[src/rtl/ata_tf_pkg.sv]
// Shared constants for the task-file unit: offsets, status bits, commands,
// identify layout and the sequencer state type.
package ata_tf_pkg;
    localparam int unsigned ADDR_W   = 3;

    // register offsets (host decode depends on these)
    localparam logic [2:0] OFS_DATA  = 3'd0;
    localparam logic [2:0] OFS_ERR   = 3'd1;
    localparam logic [2:0] OFS_CMD   = 3'd7;
    localparam int unsigned TF_LO    = 2;
    localparam int unsigned TF_HI    = 6;

    // status bit positions
    localparam int unsigned SB_BSY   = 7;
    localparam int unsigned SB_DRDY  = 6;
    localparam int unsigned SB_DF    = 5;
    localparam int unsigned SB_DRQ   = 3;
    localparam int unsigned SB_ERR   = 0;

    localparam logic [7:0] ERR_ABORT = 8'h04;

    localparam logic [7:0] OP_IDENTIFY = 8'hEC;
    localparam logic [7:0] OP_FLUSH    = 8'hE7;

    // identify data layout
    localparam int unsigned ID_SER_FIRST = 10;
    localparam int unsigned ID_REV_FIRST = 23;
    localparam int unsigned ID_CAP_WORD  = 85;
    localparam logic [15:0] ID_CAP_VALUE = 16'h0020;

    typedef enum logic [1:0] {
        SEQ_IDLE  = 2'd0,
        SEQ_PIO   = 2'd1,
        SEQ_FLUSH = 2'd2
    } seq_state_t;
endpackage

[src/rtl/ata_tf_regs.sv]
// Byte registers at offsets TF_LO..TF_HI (count, address bytes, device).
// Assumes a single access per cycle; writes are dropped while the device is busy.
module ata_tf_regs
    import ata_tf_pkg::*;
(
    input  logic                     clk,
    input  logic                     rst_n,
    input  logic                     wr,
    input  logic [ADDR_W-1:0]        addr,
    input  logic [7:0]               wdata,
    input  logic                     busy,
    output logic [TF_HI:TF_LO][7:0]  regs
);
    localparam int unsigned NREG = TF_HI - TF_LO + 1;

    logic [TF_HI:TF_LO][7:0] regs_q;

    for (genvar g = TF_LO; g <= TF_HI; g++) begin : g_reg
        // hold one task-file byte, loaded on a non-busy write to its offset
        always_ff @(posedge clk) begin
            if (!rst_n)
                regs_q[g] <= 8'h00;
            else if (wr && !busy && (addr == ADDR_W'(g)))
                regs_q[g] <= wdata;
        end
    end

    assign regs = regs_q;


    busy_write_block_chk: assert property (@(posedge clk) disable iff (!rst_n)
        (wr && busy) |=> $stable(regs_q));

    initial begin
        if (NREG != 5) $display("ata_tf_regs: unexpected register count %0d", NREG);
    end
endmodule

[src/rtl/ata_tf_ident.sv]
// Computes identify word `idx` from the serial/revision parameters.
// Assumes strings are packed with the first character in the top byte.
module ata_tf_ident
    import ata_tf_pkg::*;
#(
    parameter int unsigned WORDS        = 256,
    parameter int unsigned SERIAL_CHARS = 20,
    parameter int unsigned REV_CHARS    = 8,
    parameter logic [8*SERIAL_CHARS-1:0] SERIAL_STR = {SERIAL_CHARS{8'h20}},
    parameter logic [8*REV_CHARS-1:0]    REV_STR    = {REV_CHARS{8'h20}}
)(
    input  logic [$clog2(WORDS)-1:0] idx,
    output logic [15:0]              word
);
    localparam int unsigned SER_WORDS = SERIAL_CHARS / 2;
    localparam int unsigned REV_WORDS = REV_CHARS / 2;
    localparam int unsigned SER_BITS  = 8 * SERIAL_CHARS;
    localparam int unsigned REV_BITS  = 8 * REV_CHARS;

    // select the string pair or capability constant for this word
    always_comb begin
        word = 16'h0000;
        for (int k = 0; k < SER_WORDS; k++)
            if (int'(idx) == ID_SER_FIRST + k)
                word = SERIAL_STR[SER_BITS-1-16*k -: 16];
        for (int k = 0; k < REV_WORDS; k++)
            if (int'(idx) == ID_REV_FIRST + k)
                word = REV_STR[REV_BITS-1-16*k -: 16];
        if (int'(idx) == ID_CAP_WORD)
            word = ID_CAP_VALUE;
    end
endmodule

[src/rtl/ata_tf_ctrl.sv]
// Command sequencer: decodes commands, runs the identify PIO-in and the
// flush wait, owns the error register, word pointer and interrupt.
// Assumes strobes are already decoded per offset by the top.
module ata_tf_ctrl
    import ata_tf_pkg::*;
#(
    parameter int unsigned WORDS = 256
)(
    input  logic                     clk,
    input  logic                     rst_n,
    input  logic                     cmd_wr,
    input  logic [7:0]               cmd_code,
    input  logic                     data_rd,
    input  logic                     stat_rd,
    input  logic                     flush_done,
    output logic [$clog2(WORDS)-1:0] word_idx,
    output logic [7:0]               status,
    output logic [7:0]               error,
    output logic                     busy,
    output logic                     drq,
    output logic                     flush_req,
    output logic                     irq
);
    localparam int unsigned IDX_W = $clog2(WORDS);
    localparam logic [IDX_W-1:0] LAST = IDX_W'(WORDS - 1);

    seq_state_t       state_q, state_d;
    logic [IDX_W-1:0] idx_q, idx_d;
    logic             err_q, err_d;
    logic [7:0]       ereg_q, ereg_d;
    logic             irq_q, irq_d;
    logic             raise;

    // next-state decode for commands, word stepping and flush completion
    always_comb begin
        state_d = state_q;
        idx_d   = idx_q;
        err_d   = err_q;
        ereg_d  = ereg_q;
        raise   = 1'b0;
        unique case (state_q)
            SEQ_IDLE: if (cmd_wr) begin
                err_d  = 1'b0;
                ereg_d = 8'h00;
                case (cmd_code)
                    OP_IDENTIFY: begin
                        state_d = SEQ_PIO;
                        idx_d   = '0;
                        raise   = 1'b1;
                    end
                    OP_FLUSH: state_d = SEQ_FLUSH;
                    default: begin
                        err_d  = 1'b1;
                        ereg_d = ERR_ABORT;
                        raise  = 1'b1;
                    end
                endcase
            end
            SEQ_PIO: if (data_rd) begin
                if (idx_q == LAST) state_d = SEQ_IDLE;
                else               idx_d   = idx_q + 1'b1;
            end
            SEQ_FLUSH: if (flush_done) begin
                state_d = SEQ_IDLE;
                raise   = 1'b1;
            end
            default: state_d = SEQ_IDLE;
        endcase
        irq_d = raise | (irq_q & ~stat_rd);
    end

    // state registers
    always_ff @(posedge clk) begin
        if (!rst_n) begin
            state_q <= SEQ_IDLE;
            idx_q   <= '0;
            err_q   <= 1'b0;
            ereg_q  <= 8'h00;
            irq_q   <= 1'b0;
        end else begin
            state_q <= state_d;
            idx_q   <= idx_d;
            err_q   <= err_d;
            ereg_q  <= ereg_d;
            irq_q   <= irq_d;
        end
    end

    // status byte assembly; DRDY is always reported, DF never
    always_comb begin
        status          = 8'h00;
        status[SB_BSY]  = busy;
        status[SB_DRDY] = 1'b1;
        status[SB_DF]   = 1'b0;
        status[SB_DRQ]  = drq;
        status[SB_ERR]  = err_q;
    end

    assign busy      = (state_q == SEQ_FLUSH);
    assign drq       = (state_q == SEQ_PIO);
    assign flush_req = busy;
    assign word_idx  = idx_q;
    assign error     = ereg_q;
    assign irq       = irq_q;


    drq_bsy_excl_chk: assert property (@(posedge clk) disable iff (!rst_n)
        !(busy && drq));

    irq_clear_chk: assert property (@(posedge clk) disable iff (!rst_n)
        (stat_rd && !cmd_wr && !flush_done) |=> !irq);

    pio_end_chk: assert property (@(posedge clk) disable iff (!rst_n)
        (drq && data_rd && word_idx == LAST) |=> (!drq && !busy));

    flush_done_chk: assert property (@(posedge clk) disable iff (!rst_n)
        (busy && flush_done) |=> (!busy && irq && !flush_req));

    abort_chk: assert property (@(posedge clk) disable iff (!rst_n)
        (!busy && !drq && cmd_wr && cmd_code != OP_IDENTIFY && cmd_code != OP_FLUSH)
        |=> (status[SB_ERR] && error == ERR_ABORT && irq && !drq && !busy));

    cmd_clears_err_chk: assert property (@(posedge clk) disable iff (!rst_n)
        (!busy && !drq && cmd_wr && (cmd_code == OP_IDENTIFY || cmd_code == OP_FLUSH))
        |=> (!status[SB_ERR] && error == 8'h00));
endmodule

[src/rtl/ata_taskfile_unit.sv]
// Top of the task-file unit: decodes the eight-offset port, ties the register
// bank, command sequencer and identify generator together, muxes read data.
// Assumes at most one of bus_wr/bus_rd per cycle.
module ata_taskfile_unit
    import ata_tf_pkg::*;
#(
    parameter int unsigned IDENT_WORDS  = 256,
    parameter int unsigned SERIAL_CHARS = 20,
    parameter int unsigned REV_CHARS    = 8,
    parameter logic [8*SERIAL_CHARS-1:0] SERIAL_STR = "UNIT-SN-7741        ",
    parameter logic [8*REV_CHARS-1:0]    REV_STR    = "V2.30   "
)(
    input  logic              clk,
    input  logic              rst_n,
    input  logic [2:0]        bus_addr,
    input  logic              bus_wr,
    input  logic              bus_rd,
    input  logic [7:0]        bus_wdata,
    output logic [15:0]       bus_rdata,
    input  logic              flush_done,
    output logic              flush_req,
    output logic              irq
);
    localparam int unsigned IDX_W = $clog2(IDENT_WORDS);

    logic [TF_HI:TF_LO][7:0] tf_regs;
    logic [IDX_W-1:0]        word_idx;
    logic [15:0]             id_word;
    logic [7:0]              status, error;
    logic                    busy, drq;
    logic                    cmd_wr, data_rd, stat_rd;

    assign cmd_wr  = bus_wr && (bus_addr == OFS_CMD);
    assign data_rd = bus_rd && (bus_addr == OFS_DATA);
    assign stat_rd = bus_rd && (bus_addr == OFS_CMD);

    ata_tf_regs u_regs (
        .clk   (clk),
        .rst_n (rst_n),
        .wr    (bus_wr),
        .addr  (bus_addr),
        .wdata (bus_wdata),
        .busy  (busy),
        .regs  (tf_regs)
    );

    ata_tf_ctrl #(.WORDS(IDENT_WORDS)) u_ctrl (
        .clk        (clk),
        .rst_n      (rst_n),
        .cmd_wr     (cmd_wr),
        .cmd_code   (bus_wdata),
        .data_rd    (data_rd),
        .stat_rd    (stat_rd),
        .flush_done (flush_done),
        .word_idx   (word_idx),
        .status     (status),
        .error      (error),
        .busy       (busy),
        .drq        (drq),
        .flush_req  (flush_req),
        .irq        (irq)
    );

    ata_tf_ident #(
        .WORDS        (IDENT_WORDS),
        .SERIAL_CHARS (SERIAL_CHARS),
        .REV_CHARS    (REV_CHARS),
        .SERIAL_STR   (SERIAL_STR),
        .REV_STR      (REV_STR)
    ) u_ident (
        .idx  (word_idx),
        .word (id_word)
    );

    // read-data multiplexer by offset
    always_comb begin
        bus_rdata = 16'h0000;
        case (bus_addr)
            OFS_DATA: bus_rdata = drq ? id_word : 16'h0000;
            OFS_ERR:  bus_rdata = {8'h00, error};
            OFS_CMD:  bus_rdata = {8'h00, status};
            default:  bus_rdata = {8'h00, tf_regs[bus_addr]};
        endcase
    end


    idle_data_read_chk: assert property (@(posedge clk) disable iff (!rst_n)
        (data_rd && !drq) |=> ($stable(status) && $stable(irq)));
endmodule

[config.mk]
export PLATFORM = sky130hd
export DESIGN_NAME = ata_taskfile_unit
export DESIGN_NICKNAME = d
export VERILOG_FILES = /design/src/rtl/ata_tf_pkg.sv /design/src/rtl/ata_tf_regs.sv /design/src/rtl/ata_tf_ident.sv /design/src/rtl/ata_tf_ctrl.sv /design/src/rtl/ata_taskfile_unit.sv
export SDC_FILE = /design/constraint.sdc
export NUM_CORES = 1
export LEC_CHECK = 0
export BUFFER_PORTS_ARGS = -buffer_cell sky130_fd_sc_hd__buf_2
export CAP_MARGIN = 20
export CELL_PAD_IN_SITES_DETAIL_PLACEMENT = 1
export CELL_PAD_IN_SITES_GLOBAL_PLACEMENT = 2
export CORE_ASPECT_RATIO = 2
export CORE_MARGIN = 2
export CORE_UTILIZATION = 38
export DETAILED_ROUTE_END_ITERATION = 12
export PLACE_DENSITY = 0.83
export SETUP_SLACK_MARGIN = 0.5
export SYNTH_ARGS = -nofsm -noshare
export SYNTH_HDL_FRONTEND = slang
export SYNTH_HIERARCHICAL = 1
export SYNTH_SLANG_ARGS = --single-unit
[constraint.sdc]
create_clock -name clk -period 5.93 [get_ports clk]
set_input_delay 0.593 -clock clk [delete_from_list [all_inputs] [get_ports clk]]
set_output_delay 0.593 -clock clk [all_outputs]
set_load 0.05 [all_outputs]
* Word level (Yosys, flattened, before mapping)
Index checks and enable logic that the tools add are counted.
Operators by class: $add $sub $neg 1, bitwise gates (word level) 3, equal/unequal tests 34, magnitude comparators 1, reductions and logical operators 17, mux-type cells 36
Operators with widths (count):
- two-way mux 15 bit | 15
- equality test 8 x 5 -> 1 bit (second input constant) | 8
- equality test 8 x 4 -> 1 bit (second input constant) | 6
- one-hot mux 16 bit (3 select lines) | 1
- two-way mux 8 bit | 5
- binary-select mux 8 bit (select 3 bit) | 1
- equality test 8 bit (second input constant) | 3
- two-way mux 16 bit | 1
- one-hot mux 8 bit (2 select lines) | 1
- equality test 3 bit (second input constant) | 4
- AND reduction 5 bit | 2
- logical AND 1 bit | 9
- adder 8 x 1 -> 8 bit (second input constant) | 1
- equality test 8 x 7 -> 1 bit (second input constant) | 1
- two-way mux 2 bit | 4
- inequality test 2 bit (second input constant) | 4
- equality test 3 x 2 -> 1 bit (second input constant) | 2
- one-hot mux 2 bit (3 select lines) | 1
- < comparator 3 x 4 -> 1 bit (second input constant) | 1
- two-way mux 1 bit | 4
- inequality test 2 x 1 -> 1 bit (second input constant) | 2
- one-hot mux 2 bit (2 select lines) | 1
- equality test 3 x 1 -> 1 bit (second input constant) | 1
- logical NOT 3 bit | 1
- other kinds (13) | 13
Word-level totals: output and inout port bits 18, input bits 16, flip-flop bits (word level) 60, word-level logic and storage cells 102

* Longest topological paths before layout
depth after elaboration 18, depth in mapped cells 7

* Hierarchy
The synthesis kept the hierarchy.
Modules (own cells, without submodules):
- ata_tf_regs | area an instance 1503.9 sq um, cells an instance 144, times used 1
- ata_tf_ctrl | area an instance 818.3 sq um, cells an instance 103, times used 1
- ata_taskfile_unit | area an instance 675.6 sq um, cells an instance 94, times used 1
- ata_tf_ident | area an instance 471.7 sq um, cells an instance 83, times used 1

* Least setup slack after synthesis
OpenSTA, ideal clock, no wires.
kind reg2out, start register u_ctrl.idx_q[4] (netlist: u_ctrl/word_idx[4]), end output bus_rdata[4], path buffers 0, data required time 5.337 ns, cell stages (with the launch flop) 6, data arrival time 2.678 ns, slack 2.659 ns, cells stage by stage dfxtp_1 or3b_1 a211o_1 a21oi_1 nand2_1 a222oi_1
On the way: word-level cells in the longest chain between the ends 17, elaborated cells between the ends (all ways) 30, those cells by class eq/ne: 14; mux: 16
RTL lines:
- start: declaration | line ata_tf_ctrl.sv:28 | logic [IDX_W-1:0] idx_q, idx_d;
- start signal: assignment | line ata_tf_ctrl.sv:82 | idx_q <= idx_d;
- equality test 8 x 4 -> 1 bit | line ata_tf_ident.sv:24 | if (int'(idx) == ID_SER_FIRST + k)
- two-way mux 15 bit (9 in a row) | line ata_tf_ident.sv:24
- two-way mux 15 bit (4 in a row) | line ata_tf_ident.sv:27 | if (int'(idx) == ID_REV_FIRST + k)
- two-way mux 15 bit * | line ata_tf_ident.sv:29 | if (int'(idx) == ID_CAP_WORD)
- named net id_word[4] | line ata_taskfile_unit.sv:28 | logic [15:0] id_word;
- two-way mux 16 bit * | line ata_taskfile_unit.sv:79 | OFS_DATA: bus_rdata = drq ? id_word : 16'h0000;
- one-hot mux 16 bit (3 select lines) * | line ata_taskfile_unit.sv:78 | case (bus_addr)
- end: declaration | line ata_taskfile_unit.sv:19 | output logic [15:0] bus_rdata,
Mark *: on every way through the listed nets, which the timed path passes. The rest lies on a longest branch.

* Worst setup path after layout
start register u_ctrl.state_q[0], end output bus_rdata[4]
On the way: word-level cells in the longest chain between the ends 3
RTL lines:
- start: declaration | line ata_tf_ctrl.sv:27 | seq_state_t state_q, state_d;
- start signal: assignment | line ata_tf_ctrl.sv:81 | state_q <= state_d;
- equality test 2 x 1 -> 1 bit | line ata_tf_ctrl.sv:100 | assign drq = (state_q == SEQ_PIO);
- named net drq | line ata_taskfile_unit.sv:30 | logic busy, drq;
- two-way mux 16 bit | line ata_taskfile_unit.sv:79
- one-hot mux 16 bit (3 select lines) | line ata_taskfile_unit.sv:78
The timed path passes the listed nets, and every way through them passes these cells.

==> results.md <==
* Tmin final at 3.44 ns
* Worst R2R Setup Slack at about 3.6 ns
* Hold slack at 0.459 ns
* Warnings, synthesis at 6
* Worst Path Max Fanout at 16
* Syn-to-layout area delta at 5.91%
* Grt met1 use at 21.3%
* Post-CTS Resized at 0
* Ratio of cells with drive above 1 in the final layout at 14.2%
* DR pass1 iterations at 4
* #FFs+latches synth at 52
* Mean Syn Cell Area at around 8 sq um
* Clock sink total at 52
* Cts hold-fix bufs at 0
* Leak pwr at 0.00143 uW
* Via Count at roughly 3000
* Setup Total Neg Slack at 0 ns
* GR peak layer: met2
* Largest net degree at the start of global routing at 66
* Kind of end point of the critical path: output port
* CP max stage cell: nor4b_4
* Outcome: completed
* Worst slew pin tran at 0.967 ns
* First-pass GRT wire length at ~16000 um
* Synth area leaders: dfxtp_1 (30%), mux2i_1 (12%), nand2_1 (9.1%), buf_4 (4.3%), mux2_2 (3.2%)
* Clock skew at 0.00474 ns
* Clock Path Buffers at 2
* Post-layout util at 41.1%
* CP max stage delay at 0.73 ns
* Clock transition at path regs at 0.07 ns
* # diodes at 0
* Worst path cell trace: nor2b_1 -> nor4b_4 -> nand2_1 -> a222oi_1 -> buf_2
* Final Routed Wirelength at 9910 um
* Setup Buffers After CTS at 0
* Grt met2 use at 40.4%
* DP HPWL at 7520 um
* Hold crit path type: flop to flop
* Buf/Inv on CP at 1
* PwrDens at 214 nW/um^2
* Die ar. at 9960 sq um
* Post-Syn Instances at ~420
* Worst setup SP type: flop
* Die Height at 139 um
* Critical path class: flop to output port
* Worst EP required at 5.34 ns
* Initial Util at 38.8%
* DRC at 0
* Mapped Area at 3470 sq um
* Placed inst area at 3510 sq um
* Final instance area at 3670 sq um
* Worst-Skew Late Latency at just under 0.3 ns
* CTS Buf Count at 5
* DRT iter0 DRCs at about 150
* Placement Rows at 49
* RSZ-0062 raised after global routing: no
* Count leader, synth: nand2_1
* Via-to-Cell Ratio at 5.70
* Slew Limit Headroom at 34.6%
* Fin. max-slew vios at 0
* Filler cell count at between 1000 and 1500
* Finish-stage setup viols at 0
* Leading area contributor after synthesis: dfxtp_1
* TritonCTS clock tree: yes
* Total Routing Usage GR at between 20% and 30%
* GPL Wtd Cong at 0.834
* Max Freq at 291 MHz
* Post-synth EDFFs at 0
* Met3 global-route usage at 3.05%
* Top delay family on crit path: simple AND/OR/NAND/NOR gates
* Peak supply drop at 256 uV
* Post-route ant nets at 0
* Wirelength per Cell at 18.7 um
* Maxcap violations at 0
* Register area share after synthesis at 30.0%
* Top FF cell, synth: dfxtp_1
* Top-area cell type share of the netlist area at 30.0%
* Final hold vios at 0
* Synth async-reset ratio at 0%
* Initial antenna violation count at 0
* Period Utilization, post-route at around three fifths
* Yosys cell types at 60
* Clk root buf: clkbuf_16
* Pre-CTS setup slack at 2.78 ns
* Setup ws final at ~2.5 ns
* Nets at 445
* Grt ovf at 0
* H-tree depth at 2
* Crit path DAT at 2.85 ns
* Post-synth top cells: nand2_1 (84), dfxtp_1 (52), mux2i_1 (42)
* Core area at ~9000 sq um
* Die X at 71.6 um
* Vias in the first global route at between 3000 and 4000
* # port buffers at 32
* Ports at 34
worst min-delay path, stage by stage, from the launching register on:
cell,delay (ns)
dfxtp_1,0.31
nand2_1,0.05
mux2i_1,0.05
through the flow:
| stage | std cells | total power (uW) |
|---|---|---|
| floorplan | 435 | 447 |
| global placement | 523 | 466 |
| detailed placement | 523 | 468 |
| CTS | 531 | 799 |
| global route | 531 | 821 |
| finish | 531 | 787 |
layer usage:
| metal | part of all wire (%) | wire length (um) | vias to the layer above |
|---|---|---|---|
| met2 | 59 | 5810 | 37 |
| met4 | 2.9 | 291 | 0 |
| met5 | 0 | 0 | - |
| met3 | 1.8 | 177 | 20 |
| met1 | 37 | 3630 | 1479 |
| li1 | - | - | 1491 |
cell usage in the layout, fill, tap and decap left out, types with 4 or more instances in the layout:
cell       netlist  routed
a31oi_1          6       6
buf_2           13      32
nor2b_1          7       7
a22oi_1          7       7
inv_1            8       8
o221ai_1         7       7
and3_1           6       6
mux2_2          10      10
nor2_1          14      14
clkbuf_16        0       5
mux2i_1         42      42
o21ai_0          9       9
nand3b_1         4       4
and2_1           9       9
a21oi_1         13      13
conb_1           3      14
nand2_1         84      84
o2bb2ai_1        9       9
a32oi_1          8       8
dfxtp_1         52      52
nand3_1         10      10
nand2b_1        15      15
o22ai_1          5       5
nor3b_1          5       5
power by group:
| part | leakage, uW | internal [uW] | switching [uW] |
|---|---|---|---|
| Clock | 0.0000808 | 199 | 129 |
| Sequential | 0.000420 | 355 | 3.35 |
| Combinational | 0.000934 | 30.2 | 70.0 |
| Total | 0.00143 | 584 | 202 |
final timing paths:
check	end	start	cells after the start
hold reg to reg	u_regs/regs[35]$_SDFFE_PN0P_	u_regs/regs[35]$_SDFFE_PN0P_	2
setup reg to reg	u_ctrl/word_idx[6]$_SDFFE_PN0P_	u_ctrl/word_idx[1]$_SDFFE_PN0P_	5
hold / removal	u_regs/regs[35]$_SDFFE_PN0P_	u_regs/regs[35]$_SDFFE_PN0P_	2
setup / recovery	bus_rdata[4]	u_ctrl/state_q[0]$_SDFFE_PN0P_	5
area by class of cell:
class / count / area (sq um) / area share [%]
clock buffer: 6 / 129 / 3.51
clock inverter: 2 / 35.0 / 0.953
inverter: 8 / 30.0 / 0.817
multi-input combinational: 327 / 2140 / 58.2
sequential: 52 / 1040 / 28.3
tap: 102 / 128 / 3.47
timing repair buffer: 34 / 175 / 4.77
cells by family after synthesis:
logic type,Yosys count,synth area share (%)
buf+inv,56,9.59
simple gates,178,27.0
flops,52,30.0
compound gates,82,17.3
fa+ha+maj,1,0.361
other cells,3,0.325
mux,52,15.4
registers in the layout (all words and copies together) (netlist names):
signal,flops
u_regs/regs,40
u_ctrl/word_idx,8
u_ctrl/state_q,2
u_ctrl/error,1
u_ctrl/irq,1
No activity file was read; power rests on OpenSTA's default activity.
